--- config.mk ---
export PLATFORM = sky130hd
export DESIGN_NAME = presettable_counter
export DESIGN_NICKNAME = d
export VERILOG_FILES = /design/src/rtl/ctr_pkg.sv /design/src/rtl/ctr_op_select.sv /design/src/rtl/ctr_next_value.sv /design/src/rtl/ctr_state_reg.sv /design/src/rtl/ctr_tc_decode.sv /design/src/rtl/presettable_counter.sv
export SDC_FILE = /design/constraint.sdc
export NUM_CORES = 1
export LEC_CHECK = 0
export BUFFER_PORTS_ARGS = -buffer_cell sky130_fd_sc_hd__buf_2
export CAP_MARGIN = 0
export CORE_AREA = 5 5 42 44
export CTS_CLUSTER_DIAMETER = 60
export DETAILED_ROUTE_END_ITERATION = 6
export DIE_AREA = 0 0 47 49
export GPL_ROUTABILITY_DRIVEN = 0
export GPL_TIMING_DRIVEN = 0
export SYNTH_ARGS = -nofsm -noshare
export SYNTH_HDL_FRONTEND = slang
export SYNTH_SLANG_ARGS = --single-unit
--- constraint.sdc ---
create_clock -name clk -period 1.22 [get_ports clk]
set_clock_uncertainty 0.1 [all_clocks]
set_input_delay 0.244 -clock clk [delete_from_list [all_inputs] [get_ports clk]]
set_output_delay 0.244 -clock clk [all_outputs]
set_load 0.01 [all_outputs]
--- src/rtl/ctr_pkg.sv ---
package ctr_pkg;

   typedef enum logic {
      CNT_BINARY  = 1'b0,
      CNT_DECIMAL = 1'b1
   } cnt_radix_e;

   typedef enum logic {
      RST_SYNC  = 1'b0,
      RST_ASYNC = 1'b1
   } rst_style_e;

   typedef enum logic [1:0] {
      OP_HOLD  = 2'd0,
      OP_COUNT = 2'd1,
      OP_LOAD  = 2'd2
   } cnt_op_e;

endpackage

--- src/rtl/ctr_op_select.sv ---
module ctr_op_select
   import ctr_pkg::*;
(
   input  logic    load_n,
   input  logic    en_par,
   input  logic    en_trk,
   output cnt_op_e op
);

   // A preset wins over counting; counting needs both enables.
   always_comb begin
      if (!load_n)
         op = OP_LOAD;
      else if (en_par && en_trk)
         op = OP_COUNT;
      else
         op = OP_HOLD;
   end

endmodule

--- src/rtl/ctr_next_value.sv ---
module ctr_next_value
   import ctr_pkg::*;
#(
   parameter int unsigned WIDTH = 4,
   parameter int unsigned MAXV  = 15
) (
   input  logic [WIDTH-1:0] cur,
   input  logic [WIDTH-1:0] load_val,
   input  cnt_op_e          op,
   output logic [WIDTH-1:0] nxt
);

   localparam logic [WIDTH-1:0] TOP  = WIDTH'(MAXV);
   localparam logic [WIDTH-1:0] ONES = {WIDTH{1'b1}};

   logic             at_wrap;
   logic [WIDTH-1:0] incr;

   // Wrap at the radix maximum and also at all-ones, so that
   // out-of-range values left by a preset return to zero.
   assign at_wrap = (cur == TOP) || (cur == ONES);
   assign incr    = at_wrap ? '0 : cur + WIDTH'(1);

   always_comb begin
      case (op)
         OP_LOAD:  nxt = load_val;
         OP_COUNT: nxt = incr;
         default:  nxt = cur;
      endcase
   end

endmodule

--- src/rtl/ctr_state_reg.sv ---
module ctr_state_reg
   import ctr_pkg::*;
#(
   parameter int unsigned WIDTH     = 4,
   parameter rst_style_e  RST_STYLE = RST_SYNC
) (
   input  logic             clk,
   input  logic             rst_n,
   input  logic [WIDTH-1:0] nxt,
   output logic [WIDTH-1:0] cur
);

   generate
      if (RST_STYLE == RST_ASYNC) begin : g_async
         always_ff @(posedge clk or negedge rst_n) begin
            if (!rst_n)
               cur <= '0;
            else
               cur <= nxt;
         end
      end else begin : g_sync
         always_ff @(posedge clk) begin
            if (!rst_n)
               cur <= '0;
            else
               cur <= nxt;
         end
      end
   endgenerate

endmodule

--- src/rtl/ctr_tc_decode.sv ---
module ctr_tc_decode #(
   parameter int unsigned WIDTH = 4,
   parameter int unsigned MAXV  = 15
) (
   input  logic [WIDTH-1:0] cur,
   input  logic             en_trk,
   output logic             term_cnt
);

   localparam logic [WIDTH-1:0] TOP = WIDTH'(MAXV);

   // Full decode of every bit; gated by the ripple enable.
   assign term_cnt = en_trk && (cur == TOP);

endmodule

--- src/rtl/presettable_counter.sv ---
module presettable_counter
   import ctr_pkg::*;
#(
   parameter int unsigned WIDTH     = 4,
   parameter cnt_radix_e  RADIX     = CNT_BINARY,
   parameter rst_style_e  RST_STYLE = RST_SYNC
) (
   input  logic             clk,
   input  logic             rst_n,
   input  logic             load_n,
   input  logic [WIDTH-1:0] load_val,
   input  logic             en_par,
   input  logic             en_trk,
   output logic [WIDTH-1:0] count,
   output logic             term_cnt
);

   localparam int unsigned MAXV = (RADIX == CNT_DECIMAL) ? 9 : ((1 << WIDTH) - 1);

   generate
      if (WIDTH < 1 || WIDTH > 16) begin : g_bad_width
         $error("presettable_counter: WIDTH must be 1..16");
      end
      if (RADIX == CNT_DECIMAL && WIDTH != 4) begin : g_bad_radix
         $error("presettable_counter: decimal radix needs WIDTH of 4");
      end
   endgenerate

   cnt_op_e          op;
   logic [WIDTH-1:0] nxt;
   logic [WIDTH-1:0] cur;

   ctr_op_select u_op (
      .load_n (load_n),
      .en_par (en_par),
      .en_trk (en_trk),
      .op     (op)
   );

   ctr_next_value #(.WIDTH(WIDTH), .MAXV(MAXV)) u_next (
      .cur      (cur),
      .load_val (load_val),
      .op       (op),
      .nxt      (nxt)
   );

   ctr_state_reg #(.WIDTH(WIDTH), .RST_STYLE(RST_STYLE)) u_reg (
      .clk   (clk),
      .rst_n (rst_n),
      .nxt   (nxt),
      .cur   (cur)
   );

   ctr_tc_decode #(.WIDTH(WIDTH), .MAXV(MAXV)) u_tc (
      .cur      (cur),
      .en_trk   (en_trk),
      .term_cnt (term_cnt)
   );

   assign count = cur;

endmodule

==> flow_metrics.env <==
export IMPL_outcome="finished with violations"
export IMPL_violations="negative setup slack"
export IMPL_ir_worst_vdd_v=0.000559
export IMPL_grt_max_degree=9
export IMPL_syn_inst=27
export IMPL_synth_top_flop_cell="dfxtp_1"
export IMPL_grt_overflow_total=0
export IMPL_yosysWarnings=0
export IMPL_placed_cells=56
export IMPL_synth_area_leaders="dfxtp_1 (35%), o21ai_0 (8.6%), nand3_1 (6.5%)"
export IMPL_power_leakage_nw=0.177
export IMPL_clk_latency_ns=0.24
export IMPL_cts_buffers=3
export IMPL_worstSetupStartpointType="flop"
export IMPL_critPathMaxFanout=2
export IMPL_nets=58
export IMPL_grt_pass1_vias=304
export IMPL_via_per_inst=4.50
export IMPL_initial_core_util=0.165
export IMPL_hp_class="in -> reg"
export IMPL_top_regs="u_reg.cur x4"
export IMPL_drv_slew=0
export IMPL_path_clk_slew_ns=0.04
export IMPL_synth_cell_types=16
export IMPL_finish_instance_area_um2=402
export IMPL_clk_path_buf_depth=2
export IMPL_period_share=1.13
export IMPL_drtAntennaViolNets=0
export IMPL_fill_cells=164
export IMPL_setup_viol=3
export IMPL_rsz0062_at_grt="true"
export IMPL_dp_hpwl_um=499
export IMPL_core_area_mm2=0.00140
export IMPL_htree_levels=1
export IMPL_yosysSeqAreaShare=0.346
export IMPL_routed_wl_um=695
export IMPL_fmax_ghz=0.728
export IMPL_drtIter0Drc=0
export IMPL_power_density_mw_per_mm2=1020
export IMPL_synth_edff_count=0
export IMPL_netlist_area_um2=231
export IMPL_cts_tree="yes"
export IMPL_postLayoutCoreUtil=0.287
export IMPL_synth_xor_area_frac=0.0378
export IMPL_io_pins=14
export IMPL_place_ws_ns=-0.0673
export IMPL_worstMarginPinSlew_ns=0.180
export IMPL_yosysTopAreaCell="dfxtp_1"
export IMPL_cap_viol_max_count=0
export IMPL_cts_hold_buf=0
export IMPL_grt_pass1_wl_um=1270
export IMPL_vias=279
export IMPL_synth_top_area_share=0.346
export IMPL_antenna_cells=0
export IMPL_wl_per_cell_um=11.2
export IMPL_multi_input_area_um2=166
export IMPL_antenna_found_initial=0
export IMPL_setup_worst_path_end_class="output pin"
export IMPL_grtUsageTotal=0.0782
export IMPL_synth_area_mux_share=0
export IMPL_max_flop_register="u_reg.cur"
export IMPL_syn_area_per_cell_um2=8.57
export IMPL_die_area_mm2=0.00230
export IMPL_fin_tns_setup_ns=-0.355
export IMPL_async_flop_share=0
export IMPL_cts_root_buffer="clkbuf_4"
export IMPL_fin_ws_ns=-0.154
export IMPL_crit_required_ns=0.88
export IMPL_critPathKind="reg -> out"
export IMPL_postPlaceCellArea_um2=322
export IMPL_io_buffers=13
export IMPL_dieWidth_um=47
export IMPL_finalHoldViolations=0
export IMPL_drc=0
export IMPL_slew_headroom=0.879
export IMPL_fin_cells=62
export IMPL_area_delta_synth_final_pct=73.5
export IMPL_arrival_ns=1.03
export IMPL_cts_sinks=4
export IMPL_period_needed_ns=1.37
export IMPL_drt_first_pass_iters=1
export IMPL_synth_simple_area_share=0.276
export IMPL_ff_latch_area_um2=88.8
export IMPL_synth_fa_ha_area_frac=0.0541
export IMPL_synth_nets=37
export IMPL_die_y_um=49
export IMPL_synth_compound_area_share=0.270
export IMPL_synth_top_family_by_area="simple AND/OR/NAND/NOR gates"
export IMPL_num_rows=14
export IMPL_layout_drive_gt1_share=0.609
export IMPL_synth_seq_cells=4
export IMPL_largest_reg_flops=4
[stage by stage]
step,power (W),hold slack (ns)
after floorplan,0.000188,0.233
after global placement,0.000223,0.387
after detailed placement,0.000225,0.394
after CTS,0.000412,0.139
after global routing,0.000442,0.145
final,0.000409,0.144
[synth_stat cells, types with 2 or more instances]
library cell  n
dfxtp_1       4
o21ai_0       4
nand3_1       3
a21oi_1       2
a31oi_1       2
nand2_1       2
[repair_timing]
action	4_1_cts	5_1_grt
buffers inserted	3	0
resized for setup	5	3
pin swaps	3	3
endpoints found under the setup margin	3	7
[metal layers]
layer	up-vias	part of all wire	global-route usage	wire length (µm)
li1	144	-	-	-
met1	123	0.39	0.0771	274
met2	12	0.49	0.120	343
met3	0	0.11	0.0738	77
met4	0	0	0.0138	0
met5	-	0	0	0
[where the power goes]
group | internal [W] | total, W | switching (W)
Sequential | 0.000141 | 0.000154 | 0.0000123
Combinational | 0.0000429 | 0.0000848 | 0.0000419
Clock | 0.000110 | 0.000171 | 0.0000604
[cells in the final DEF (no fill, tap or decap)]
| master | netlist | routed |
|---|---|---|
| buf_2 | 0 | 11 |
| o21ai_0 | 4 | 4 |
| clkbuf_4 | 0 | 3 |
| buf_4 | 0 | 3 |
| nand2_1 | 2 | 2 |
| a31oi_1 | 2 | 2 |
| a21oi_1 | 2 | 2 |
| nand3_1 | 3 | 2 |
| buf_6 | 0 | 2 |
| dfxtp_4 | 0 | 2 |
| and4_4 | 0 | 1 |
| nand2_2 | 1 | 1 |
| a311o_2 | 1 | 1 |
| nand2_4 | 1 | 1 |
| or4b_1 | 1 | 1 |
| nand3_2 | 0 | 1 |
| xor2_1 | 1 | 1 |
| nor2_1 | 1 | 1 |
| inv_1 | 1 | 1 |
| a311oi_1 | 1 | 1 |
| ha_4 | 0 | 1 |
| dfxtp_2 | 0 | 1 |
| dfxtp_1 | 4 | 1 |
[worst paths after layout]
| check | end | depth (start not counted) | startpoint | slack (ns) |
|---|---|---|---|---|
| max reg2reg | u_reg.cur[3]$_SDFFE_PN0P_ | 4 | u_reg.cur[0]$_SDFFE_PN0P_ | -0.10 |
| min reg2reg | u_reg.cur[3]$_SDFFE_PN0P_ | 2 | u_reg.cur[3]$_SDFFE_PN0P_ | 0.46 |
| min | u_reg.cur[1]$_SDFFE_PN0P_ | 3 | rst_n | 0.14 |
| max | term_cnt | 3 | u_reg.cur[0]$_SDFFE_PN0P_ | -0.15 |
[cell families (layout without fill, tap and decap cells)]
logic type	Yosys count	in the layout
XOR/XNOR	1	1
buffers and inverters	1	20
flip-flops	4	4
AND/OR/NAND/NOR	10	10
adder cells (fa/ha/maj)	1	1
AO/OA/AOI/OAI	10	10
[worst max-delay path: stages (launching register included)]
cell and delay [ns]:
dfxtp_4 0.35, ha_4 0.13, and4_4 0.21, buf_6 0.09
[final cells by class]
class | instances | share of cell area
well taps | 16 | 0.0498
multi-input cells | 22 | 0.414
repair buffers | 16 | 0.249
inverters | 1 | 0.00935
clock buffers | 3 | 0.0561
flip-flops and latches | 4 | 0.221
Note: power is estimated with default switching activity, not from simulation.
